===== config.mk =====
export PLATFORM = sky130hd
export DESIGN_NAME = dac_frame_gen
export DESIGN_NICKNAME = d
export VERILOG_FILES = /design/src/rtl/dacfg_pkg.sv /design/src/rtl/dacfg_seq.sv /design/src/rtl/dacfg_shifter.sv /design/src/rtl/dac_frame_gen.sv
export SDC_FILE = /design/constraint.sdc
export NUM_CORES = 1
export LEC_CHECK = 0
export ABC_AREA = 1
export BUFFER_PORTS_ARGS = -buffer_cell sky130_fd_sc_hd__buf_2
export CAP_MARGIN = 10
export CORE_MARGIN = 4
export CORE_UTILIZATION = 50
export CTS_CLUSTER_DIAMETER = 100
export DETAILED_ROUTE_END_ITERATION = 8
export HOLD_SLACK_MARGIN = 0.08
export PLACE_DENSITY = 0.69
export SLEW_MARGIN = 30
export SYNTH_ARGS = -nofsm -noshare
export SYNTH_HDL_FRONTEND = slang
export SYNTH_SLANG_ARGS = --single-unit

===== constraint.sdc =====
create_clock -name clk -period 5.02 [get_ports clk]
set_clock_uncertainty 0.2 [all_clocks]
set_input_delay 0.502 -clock clk [delete_from_list [all_inputs] [get_ports clk]]
set_output_delay 0.502 -clock clk [all_outputs]
set_load 0.01 [all_outputs]

===== src/rtl/dacfg_pkg.sv =====
package dacfg_pkg;
  localparam int FRAME_W    = 16;
  localparam int DATA_W     = 12;
  localparam int REF_W      = 2;
  localparam int OP_W       = 3;
  localparam int MAX_FRAMES = 3;

  typedef enum logic [OP_W-1:0] {
    OP_REF  = 3'd0,
    OP_MODE = 3'd1,
    OP_WR_A = 3'd2,
    OP_WR_B = 3'd3,
    OP_PAIR = 3'd4
  } op_e;

  // select bits sit at 15 and 12; mode bits at 14 and 13
  function automatic logic [FRAME_W-1:0] mk_frame(input logic sel_hi, input logic sel_lo,
                                                  input logic fast, input logic pd,
                                                  input logic [DATA_W-1:0] pay);
    return {sel_hi, fast, pd, sel_lo, pay};
  endfunction

  function automatic logic [FRAME_W-1:0] mk_ctl(input logic fast, input logic pd,
                                                input logic [REF_W-1:0] code);
    return mk_frame(1'b1, 1'b1, fast, pd, {{(DATA_W-REF_W){1'b0}}, code});
  endfunction
endpackage


===== src/rtl/dacfg_seq.sv =====
module dacfg_seq
  import dacfg_pkg::*;
(
  input  logic               clk,
  input  logic               rst,
  input  logic               req_valid,
  input  logic [OP_W-1:0]    req_op,
  input  logic [REF_W-1:0]   req_ref,
  input  logic               req_fast,
  input  logic               req_pdown,
  input  logic [DATA_W-1:0]  req_a,
  input  logic [DATA_W-1:0]  req_b,
  output logic               req_ready,
  output logic               busy,
  input  logic               frm_ready,
  output logic               frm_start,
  output logic [FRAME_W-1:0] frm_word
);
  localparam int IW = $clog2(MAX_FRAMES + 1);

  logic               fast_q, pd_q;
  logic [REF_W-1:0]   ref_q;
  logic               busy_q, start_q;
  logic [FRAME_W-1:0] word_q;
  logic [FRAME_W-1:0] q_word [MAX_FRAMES];
  logic [IW-1:0]      q_n, q_i;

  logic [FRAME_W-1:0] plan [MAX_FRAMES];
  logic [IW-1:0]      plan_n;
  logic               accept;

  assign accept    = req_valid && !busy_q;
  assign req_ready = !busy_q;
  assign busy      = busy_q;
  assign frm_start = start_q;
  assign frm_word  = word_q;

  always_comb begin
    for (int i = 0; i < MAX_FRAMES; i++) plan[i] = '0;
    plan_n = '0;
    case (req_op)
      OP_REF: begin
        plan[0] = mk_ctl(fast_q, pd_q, req_ref);
        plan_n  = IW'(1);
      end
      OP_MODE: begin
        plan[0] = mk_ctl(req_fast, req_pdown, ref_q);
        plan_n  = IW'(1);
      end
      OP_WR_A: begin
        plan[0] = mk_frame(1'b1, 1'b0, fast_q, pd_q, req_a);
        plan_n  = IW'(1);
      end
      OP_WR_B: begin
        plan[0] = mk_frame(1'b0, 1'b0, fast_q, pd_q, req_b);
        plan_n  = IW'(1);
      end
      OP_PAIR: begin
        plan[0] = mk_ctl(fast_q, pd_q, ref_q);
        plan[1] = mk_frame(1'b0, 1'b1, fast_q, pd_q, req_b);
        plan[2] = mk_frame(1'b1, 1'b0, fast_q, pd_q, req_a);
        plan_n  = IW'(3);
      end
      default: plan_n = '0;
    endcase
  end

  always_ff @(posedge clk) begin
    if (rst) begin
      fast_q  <= 1'b0;
      pd_q    <= 1'b0;
      ref_q   <= '0;
      busy_q  <= 1'b0;
      start_q <= 1'b0;
      word_q  <= '0;
      q_n     <= '0;
      q_i     <= '0;
      for (int i = 0; i < MAX_FRAMES; i++) q_word[i] <= '0;
    end else begin
      start_q <= 1'b0;
      if (accept) begin
        if (req_op == OP_REF)  ref_q <= req_ref;
        if (req_op == OP_MODE) begin
          fast_q <= req_fast;
          pd_q   <= req_pdown;
        end
        for (int i = 0; i < MAX_FRAMES; i++) q_word[i] <= plan[i];
        q_n    <= plan_n;
        q_i    <= '0;
        busy_q <= (plan_n != '0);
      end else if (busy_q && !start_q && frm_ready) begin
        if (q_i != q_n) begin
          word_q  <= q_word[q_i[IW-1:0]];
          start_q <= 1'b1;
          q_i     <= q_i + IW'(1);
        end else begin
          busy_q <= 1'b0;
        end
      end
    end
  end

  // a request with a defined code makes the block busy on the next cycle
  a_r11_busy_after_accept: assert property (@(posedge clk) disable iff (rst)
    (req_valid && req_ready && req_op <= 3'd4) |=> busy);
  // an undefined code leaves the block idle
  a_r12_bad_op_idle: assert property (@(posedge clk) disable iff (rst)
    (req_valid && req_ready && req_op > 3'd4) |=> (req_ready && !busy));
endmodule


===== src/rtl/dacfg_shifter.sv =====
module dacfg_shifter
  import dacfg_pkg::*;
#(
  parameter int HALF_CYC  = 5,
  parameter int LEAD_CYC  = 2,
  parameter int TRAIL_CYC = 2,
  parameter int GAP_CYC   = 5
) (
  input  logic               clk,
  input  logic               rst,
  input  logic               start,
  input  logic [FRAME_W-1:0] word,
  output logic               idle,
  output logic               csn,
  output logic               sclk,
  output logic               sdo
);
  localparam int TAIL_CYC = (TRAIL_CYC > HALF_CYC) ? TRAIL_CYC : HALF_CYC;
  localparam int MAX_A    = (LEAD_CYC > HALF_CYC) ? LEAD_CYC : HALF_CYC;
  localparam int MAX_B    = (TAIL_CYC > GAP_CYC) ? TAIL_CYC : GAP_CYC;
  localparam int MAX_CYC  = (MAX_A > MAX_B) ? MAX_A : MAX_B;
  localparam int CNT_W    = $clog2(MAX_CYC + 1);
  localparam int BIT_W    = $clog2(FRAME_W);

  typedef enum logic [2:0] {S_IDLE, S_LEAD, S_LOW, S_HIGH, S_TAIL, S_GAP} st_e;

  st_e                st;
  logic [CNT_W-1:0]   cnt;
  logic [BIT_W-1:0]   bit_q;
  logic [FRAME_W-1:0] sh;
  logic               csn_q, sclk_q, sdo_q;
  logic               last_bit;

  assign last_bit = (bit_q == BIT_W'(FRAME_W - 1));
  assign idle     = (st == S_IDLE);
  assign csn      = csn_q;
  assign sclk     = sclk_q;
  assign sdo      = sdo_q;

  always_ff @(posedge clk) begin
    if (rst) begin
      st     <= S_IDLE;
      cnt    <= '0;
      bit_q  <= '0;
      sh     <= '0;
      csn_q  <= 1'b1;
      sclk_q <= 1'b1;
      sdo_q  <= 1'b0;
    end else begin
      case (st)
        S_IDLE: if (start) begin
          sh    <= word;
          sdo_q <= word[FRAME_W-1];
          csn_q <= 1'b0;
          bit_q <= '0;
          cnt   <= CNT_W'(LEAD_CYC - 1);
          st    <= S_LEAD;
        end
        S_LEAD, S_HIGH: begin
          if (cnt == '0) begin
            sclk_q <= 1'b0;
            st     <= last_bit ? S_TAIL : S_LOW;
            cnt    <= last_bit ? CNT_W'(TAIL_CYC - 1) : CNT_W'(HALF_CYC - 1);
          end else cnt <= cnt - CNT_W'(1);
        end
        S_LOW: begin
          if (cnt == '0) begin
            sclk_q <= 1'b1;
            sh     <= sh << 1;
            sdo_q  <= sh[FRAME_W-2];
            bit_q  <= bit_q + BIT_W'(1);
            cnt    <= CNT_W'(HALF_CYC - 1);
            st     <= S_HIGH;
          end else cnt <= cnt - CNT_W'(1);
        end
        S_TAIL: begin
          if (cnt == '0) begin
            csn_q  <= 1'b1;
            sclk_q <= 1'b1;
            sdo_q  <= 1'b0;
            cnt    <= CNT_W'(GAP_CYC - 1);
            st     <= S_GAP;
          end else cnt <= cnt - CNT_W'(1);
        end
        S_GAP: begin
          if (cnt == '0) st <= S_IDLE;
          else cnt <= cnt - CNT_W'(1);
        end
        default: st <= S_IDLE;
      endcase
    end
  end

  // data holds steady through each low clock phase
  a_r4_sdo_steady_low: assert property (@(posedge clk) disable iff (rst)
    (!csn_q && !sclk_q && $past(!csn_q && !sclk_q)) |-> $stable(sdo_q));
  // data moves only with a clock rise or the start of a frame
  a_r4_sdo_moves_on_rise: assert property (@(posedge clk) disable iff (rst)
    (!csn_q && !$stable(sdo_q)) |-> ($rose(sclk_q) || $fell(csn_q)));
  // a falling clock edge only ever happens inside an open frame
  a_r2_fall_inside_frame: assert property (@(posedge clk) disable iff (rst)
    $fell(sclk_q) |-> (!csn_q && $past(!csn_q)));
  // chip select closes with the clock back at its rest level
  a_r5_close_clock_high: assert property (@(posedge clk) disable iff (rst)
    $rose(csn_q) |-> sclk_q);
endmodule


===== src/rtl/dac_frame_gen.sv =====
module dac_frame_gen
  import dacfg_pkg::*;
#(
  parameter int HALF_CYC  = 5,
  parameter int LEAD_CYC  = 2,
  parameter int TRAIL_CYC = 2,
  parameter int GAP_CYC   = 5
) (
  input  logic              clk,
  input  logic              rst,
  input  logic              req_valid,
  output logic              req_ready,
  input  logic [OP_W-1:0]   req_op,
  input  logic [REF_W-1:0]  req_ref,
  input  logic              req_fast,
  input  logic              req_pdown,
  input  logic [DATA_W-1:0] req_a,
  input  logic [DATA_W-1:0] req_b,
  output logic              busy,
  output logic              link_csn,
  output logic              link_sclk,
  output logic              link_sdo
);
  logic               frm_ready, frm_start;
  logic [FRAME_W-1:0] frm_word;

  dacfg_seq u_seq (
    .clk       (clk),
    .rst       (rst),
    .req_valid (req_valid),
    .req_op    (req_op),
    .req_ref   (req_ref),
    .req_fast  (req_fast),
    .req_pdown (req_pdown),
    .req_a     (req_a),
    .req_b     (req_b),
    .req_ready (req_ready),
    .busy      (busy),
    .frm_ready (frm_ready),
    .frm_start (frm_start),
    .frm_word  (frm_word)
  );

  dacfg_shifter #(
    .HALF_CYC  (HALF_CYC),
    .LEAD_CYC  (LEAD_CYC),
    .TRAIL_CYC (TRAIL_CYC),
    .GAP_CYC   (GAP_CYC)
  ) u_shift (
    .clk   (clk),
    .rst   (rst),
    .start (frm_start),
    .word  (frm_word),
    .idle  (frm_ready),
    .csn   (link_csn),
    .sclk  (link_sclk),
    .sdo   (link_sdo)
  );

  // a frame launch never reaches a serialiser still working on the previous frame
  a_r11_launch_when_idle: assert property (@(posedge clk) disable iff (rst)
    frm_start |-> frm_ready);
endmodule


After elaboration in Yosys (flattened, before gate mapping)
Memory sizes are Yosys's and may differ from the RTL's. A register that Yosys moved wholly into a read port is not among the register bits.
Index checks and enable logic that the tools add are counted.
{ "totals": {"register_bits": 38, "ramBits": 48, "out_inout_bits": 5, "wordCells": 113, "n_memories": 1} }
{ "mem_list": {"columns": ["name", "depth", "width", "read_ports", "rd_ports_with_merged_regs", "wr", "line", "text"], "rows": [
  ["u_seq.q_word", 3, 16, 1, 1, 3, "dacfg_seq.sv:25", "logic [FRAME_W-1:0] q_word [MAX_FRAMES];"]
]} }
{ "classes": {"add_sub_neg": 3, "eq_ne": 19, "n_mux": 39, "n_bitwise": 5, "n_reduce_logical": 32} }
{ "ops": {"columns": ["cell", "n"], "rows": [
  ["one-hot mux 16 bit (5 select lines)", 1],
  ["two-way mux 16 bit", 3],
  ["two-way mux 31 bit", 1],
  ["two-way mux 15 bit", 2],
  ["one-hot mux 15 bit (2 select lines)", 1],
  ["two-way mux 3 bit", 8],
  ["one-hot mux 3 bit (5 select lines)", 1],
  ["AND reduction 3 bit", 5],
  ["two-way mux 1 bit", 14],
  ["== test 3 x 2 -> 1 bit, second input constant", 4],
  ["inequality test 2 x 1 -> 1 bit, second input constant", 6],
  ["nonzero test 2 bit", 5],
  ["== test 3 bit, second input constant", 3],
  ["zero test 3 bit", 3],
  ["one-hot mux 3 bit (3 select lines)", 1],
  ["two-way mux 4 bit", 2],
  ["one-hot mux 4 bit (2 select lines)", 1],
  ["AND reduction 2 bit", 4],
  ["OR reduction 4 bit", 2],
  ["== test 3 x 1 -> 1 bit, second input constant", 2],
  ["nonzero test 3 bit", 2],
  ["OR reduction 2 bit", 3],
  ["AND reduction 5 bit", 1],
  ["adder 4 x 1 -> 4 bit, second input constant", 1],
  ["other kinds (14)", 22]
]} }

Logic depth before layout (Yosys ltp)
{ "depth": {"depth_word": 6, "ltp_mapped": 9} }

Modules after synthesis
From an unflattened synthesis, not the netlist that was laid out.
{ "hier_totals": {"cells_unflattened": 626, "hier_area_um2": 4777.1} }
{ "by_module_without_submodules": {"columns": ["mod", "instances", "cells_per_inst", "area_each_um2", "seq_area_each_um2"], "rows": [
  ["dacfg_seq", 1, 388, 3283.1, 1811.7],
  ["dacfg_shifter", 1, 238, 1493.9, 560.5]
]} }

Worst setup path before layout
Ideal clock, no wire load.
{ "synth_path": {"path_type": "register to register", "from": "register u_seq.busy_q (netlist: u_seq.busy)", "to": "memory u_seq.q_word[0][0] (enable)", "t_arrival_ns": 1.671, "t_required_ns": 4.420, "path_slack_ns": 2.749, "stages_incl_launch_ff": 6, "path_buffers": 0, "period_less_slack_ns": 2.271, "path_cell_list": "dfxtp_1 inv_1 nand2_1 inv_1 nor2_1 inv_1"} }
{ "synth_lines": {"columns": ["item", "line", "text"], "rows": [
  ["start: declaration", "dacfg_seq.sv:23", "logic busy_q, start_q;"],
  ["start signal: assignment", "dacfg_seq.sv:90", "busy_q <= (plan_n != '0);"],
  ["end: declaration", "dacfg_seq.sv:25", null]
]} }

Worst setup path in the final report
{ "layout_path": {"from": "register u_seq.q_i[0]", "to": "register u_seq.word_q[12] (netlist: u_seq.frm_word[12]) (read register of u_seq.q_word)"} }
{ "layout_via": {"elab_chain_len": 2} }
{ "layout_lines": {"columns": ["item", "line", "text"], "rows": [
  ["start: declaration", "dacfg_seq.sv:26", "logic [IW-1:0] q_n, q_i;"],
  ["start signal: assignment", "dacfg_seq.sv:95", "q_i <= q_i + IW'(1);"],
  ["inequality test 2 bit", "dacfg_seq.sv:92", "if (q_i != q_n) begin"],
  ["AND reduction 3 bit (no source line)", null, null],
  ["end: declaration", "dacfg_seq.sv:24", "logic [FRAME_W-1:0] word_q;"]
]} }
Parallel ways exist; a longest one is shown, timed or not.
A chain may end at the register's enable or synchronous reset.

==> results.md <==
* 0 — count of pins over their slew limit
* 46.46% — fin crit share
* 12.81 µm — wire length per cell
* 566.1 µW — net switching power of the design
* 51.7% — sequential share of power
* input port to flop — kind of path behind the tightest hold check
* 104.7 µm — height of the die
* 21 — largest driver fanout on the critical path
* 0 — antenna-violating nets left
* 9.336 mm — total detailed-routing wirelength
* u_seq.q_i[0]$_SDFFE_PP0P_ — Crit. Startpoint
* 0 — number of failing setup endpoints in the final timing report
* 7.630% — area delta synth->final
* 0 — global-route congestion overflow total
* 0.36 ns — later-pin clock latency in the skew report
* 2.332 ns — shortest clock period the worst path allows after layout
* 0 ns — final sum of negative setup slack
* req_ref[1] — start point of the worst min-delay path
* 713 — placed cells
* 729 — Post-Layout Cell Count
* sky130_fd_sc_hd__edfxtp_1 — cell type with the largest total area after synthesis
* built — TritonCTS clock tree
* 50.76% — sequential element share of the synthesized area
* 2.688 ns — worst path setup slack after routing
* 1863 µm² — combined area of the multi-input logic cells
* 2 — Buffers & Inverters on Critical Path
* false — setup repair after global routing missed its margin
* sky130_fd_sc_hd__nand2_1 (139), sky130_fd_sc_hd__nor2_1 (96), sky130_fd_sc_hd__nand3_1 (57) — most frequent cells in the layout
* 588 — Gate Count Post-Synth
* flop to flop — critical path class
* u_seq.frm_word[12]$_SDFFE_PP0P_ — terminus of the critical flop-to-flop path
* 10960 µm² — die area
* 31 — count of distinct cell types in the synthesized netlist
* 27.63% — top cell type's share of synthesized area
* 6.433 mm — Final HPWL DP
* 38 — I/O Buffers
* 51.06% — starting density of the core
* 0.10 ns — clock-pin transition on the worst setup and hold timing paths
* 43 — pin count of the biggest net entering global routing
* 4673 µm² — netlist area before placement
* 0 — # DRC
* 7.948 µm² — Post-Synthesis Mean Instance Area
* 97 — Clock Sinks
* simple AND/OR/NAND/NOR gates — cell family with the largest share of critical-path delay
* sky130_fd_sc_hd__nor2_1 — most used cell, CP
* 40.18% — tightest slew margin relative to the limit
* completed — status
* 0 — Warnings, synthesis
* 104.7 µm — Die X
* flop — type of element launching the critical path
* 191 — first-iteration detailed-routing DRC count
* 19.6% — logic gate share of total power
* 0 — number of antenna violations at the first check in global routing
* 1.817 mW — Final Total Pwr
* 7 — R2R cell count
* 0.8946 ns — slew at the pin closest to its max-slew limit
* 14.24% — fraction of layout instances using a drive strength above 1
* 97 — post-synthesis register bit count
* 0 — post-cts hold buffer count
* 650 — number of nets in the layout
* 0 — Final Hold Viols
* 4 — first-pass iteration count of the detailed router
* 0 — Maximum Capacitance Violations
* sky130_fd_sc_hd__edfxtp_1 (28%), sky130_fd_sc_hd__dfxtp_1 (23%), sky130_fd_sc_hd__nand2_1 (11%), sky130_fd_sc_hd__nor2_1 (7.7%), sky130_fd_sc_hd__nand3_1 (6.1%) — top post-synthesis cells by area
* 861 — total of fill cells in the finished design
* 0 — final antenna diode count
* 2.712 ns — worst setup slack before clock tree synthesis
* 17.73% — aggregate global-route resource usage
* sky130_fd_sc_hd__nand2_1 — most common library cell in the layout ignoring fill and taps
* 2372 µm² — Seq. cell area
* 5.07 ns — worst path required time
* 0.7856 — placer congestion estimate
* 2.174 nW — leakage power
* 3674 — number of global-route vias before repair
* u_seq.ref_q[1]$_SDFFE_PP0P_ — endpoint of the worst hold path
* 0.70 ns — stage delay of the slowest cell on the critical path
* 0 — quantity of gates resized following cts
* 31.15% — switching part of the total power
* 3 — hold depth
* 28.7% — Clk network pwr share
* sky130_fd_sc_hd__clkbuf_8 — clock root buffer master
* 428.8 MHz — Peak Freq
* 2 — CTS max path bufs
* 9 — TritonCTS Buffers
* u_seq.q_i[0]$_SDFFE_PP0P_ — launch instance of the worst register-to-register path
* 35 — Site Rows
* 9153 µm² — Core Footprint
* 3 — CTS HTree Levels
* 5.060 — vias per std cell
* sky130_fd_sc_hd__dfxtp_1 — CP max-delay cell
* 16.09 mm — first-pass GRT wire length
* 0 — setup repair bufs after CTS
* 0.0001591 V — worst ir drop on vdd
* 625 — synthesized netlist net count
* 3689 — overall via count from detail_route
* flop — Worst setup EP type
* 2.69 ns — Reg2Reg Setup Slack
* 2.38 ns — data arrival time at the worst-slack endpoint
* 361.3 nW/µm² — pwr dens
* 39 — number of top-level pins
* 54.96% — fin util
* 1.251 mW — cell-internal power
* inv_1 > nand2_1 > nand4_2 > nand2_4 > inv_6 > nor2_1 > nor2_1 — Critical Path, Cell by Cell
-- logic make-up after synthesis --
kind of cell,after synthesis,share of synthesized area (%)
AO/OA/AOI/OAI,81,8.942
adder cells (fa/ha/maj),3,0.8033
buffers and inverters,88,9.371
flip-flops,97,50.76
AND/OR/NAND/NOR,319,30.12
-- synth_stat cells --
cell type                    n
sky130_fd_sc_hd__a21oi_1    33
sky130_fd_sc_hd__buf_12      2
sky130_fd_sc_hd__buf_2       6
sky130_fd_sc_hd__buf_4       1
sky130_fd_sc_hd__buf_6       7
sky130_fd_sc_hd__clkbuf_1   11
sky130_fd_sc_hd__clkbuf_2    1
sky130_fd_sc_hd__dfxtp_1    54
sky130_fd_sc_hd__edfxtp_1   43
sky130_fd_sc_hd__ha_1        3
sky130_fd_sc_hd__inv_1      55
sky130_fd_sc_hd__inv_2       3
sky130_fd_sc_hd__inv_6       2
sky130_fd_sc_hd__nand2_1   139
sky130_fd_sc_hd__nand2_2     2
sky130_fd_sc_hd__nand2_4     2
sky130_fd_sc_hd__nand3_1    57
sky130_fd_sc_hd__nand4_1     2
sky130_fd_sc_hd__nand4_2     1
sky130_fd_sc_hd__nor2_1     96
sky130_fd_sc_hd__nor2_2     11
sky130_fd_sc_hd__nor2_4      3
sky130_fd_sc_hd__nor2_8      2
sky130_fd_sc_hd__nor3_1      1
sky130_fd_sc_hd__nor3_2      1
sky130_fd_sc_hd__nor3_4      1
sky130_fd_sc_hd__o211ai_1    2
sky130_fd_sc_hd__o211ai_2    1
sky130_fd_sc_hd__o21ai_0    23
sky130_fd_sc_hd__o21ai_1    22
sky130_fd_sc_hd__or2_2       1
-- power groups by stage --
stage / Sequential [mW] / Combinational, mW / Clock, mW
2_1_floorplan: 0.937 / 0.310 / 0
3_3_place_gp: 0.956 / 0.349 / 0
3_5_place_dp: 0.958 / 0.358 / 0
4_1_cts: 0.940 / 0.359 / 0.528
5_1_grt: 0.948 / 0.409 / 0.558
6_report: 0.940 / 0.356 / 0.521
-- through the flow --
step	instance area [µm²]	hold WS, ns
after CTS	5030	0.2053
after global routing	5030	0.2394
after global placement	4830	0.2432
after detailed placement	4830	0.2519
final	5030	0.2151
after floorplan	4673	0.2299
-- worst reg2reg max path, cell delays in order, from the launching register on --
cell and delay, ns:
sky130_fd_sc_hd__dfxtp_1 0.70, sky130_fd_sc_hd__inv_1 0.50, sky130_fd_sc_hd__nand2_1 0.18, sky130_fd_sc_hd__nand4_2 0.14, sky130_fd_sc_hd__nand2_4 0.25, sky130_fd_sc_hd__inv_6 0.10, sky130_fd_sc_hd__nor2_1 0.10, sky130_fd_sc_hd__nor2_1 0.06
-- worst max path at each step --
stage,slack [ns],to,cells past startpoint
6_report,2.69,u_seq.frm_word[12]$_SDFFE_PP0P_,7
5_1_grt,2.47,u_seq.frm_word[10]$_SDFFE_PP0P_,7
4_1_cts,2.66,u_seq.frm_word[12]$_SDFFE_PP0P_,7
3_5_place_dp,2.71,u_seq.frm_word[12]$_SDFFE_PP0P_,7
3_3_place_gp,2.75,u_seq.q_word[1][6]$_SDFFCE_PN0P_,6
2_1_floorplan,2.75,u_seq.q_word[0][0]$_SDFFCE_PN0P_,5
-- area by class of cell --
| cell class | instances | area share, % |
|---|---|---|
| Clock buffer | 9 | 2.463 |
| Timing Repair Buffer | 42 | 4.378 |
| Multi-Input combinational cell | 403 | 37.04 |
| Inverter | 60 | 4.677 |
| Sequential cell | 97 | 47.16 |
| Tap cell | 111 | 2.761 |
| Clock inverter | 7 | 1.517 |
-- sequential cells by signal, summed over array words and instances (netlist names), 2 cells and up --
signal	count
u_seq.frm_word	16
u_seq.q_i	2
u_seq.q_n	2
u_seq.q_word	43
u_seq.ref_q	2
u_shift.bit_q	4
u_shift.cnt	3
u_shift.sh	15
u_shift.st	3
-- per-layer routing --
| layer | global-route usage (%) | vias up | part of all wire, % | wire, µm |
|---|---|---|---|---|
| met5 | 0 | - | 0 | 0 |
| met4 | 5.811 | 0 | 1.4 | 132 |
| met3 | 3.521 | 12 | 4.2 | 391 |
| met2 | 32.20 | 77 | 50 | 4625 |
| met1 | 20.95 | 1666 | 45 | 4186 |
| li1 | - | 1934 | - | - |
Note: power is estimated with default switching activity, not from simulation.
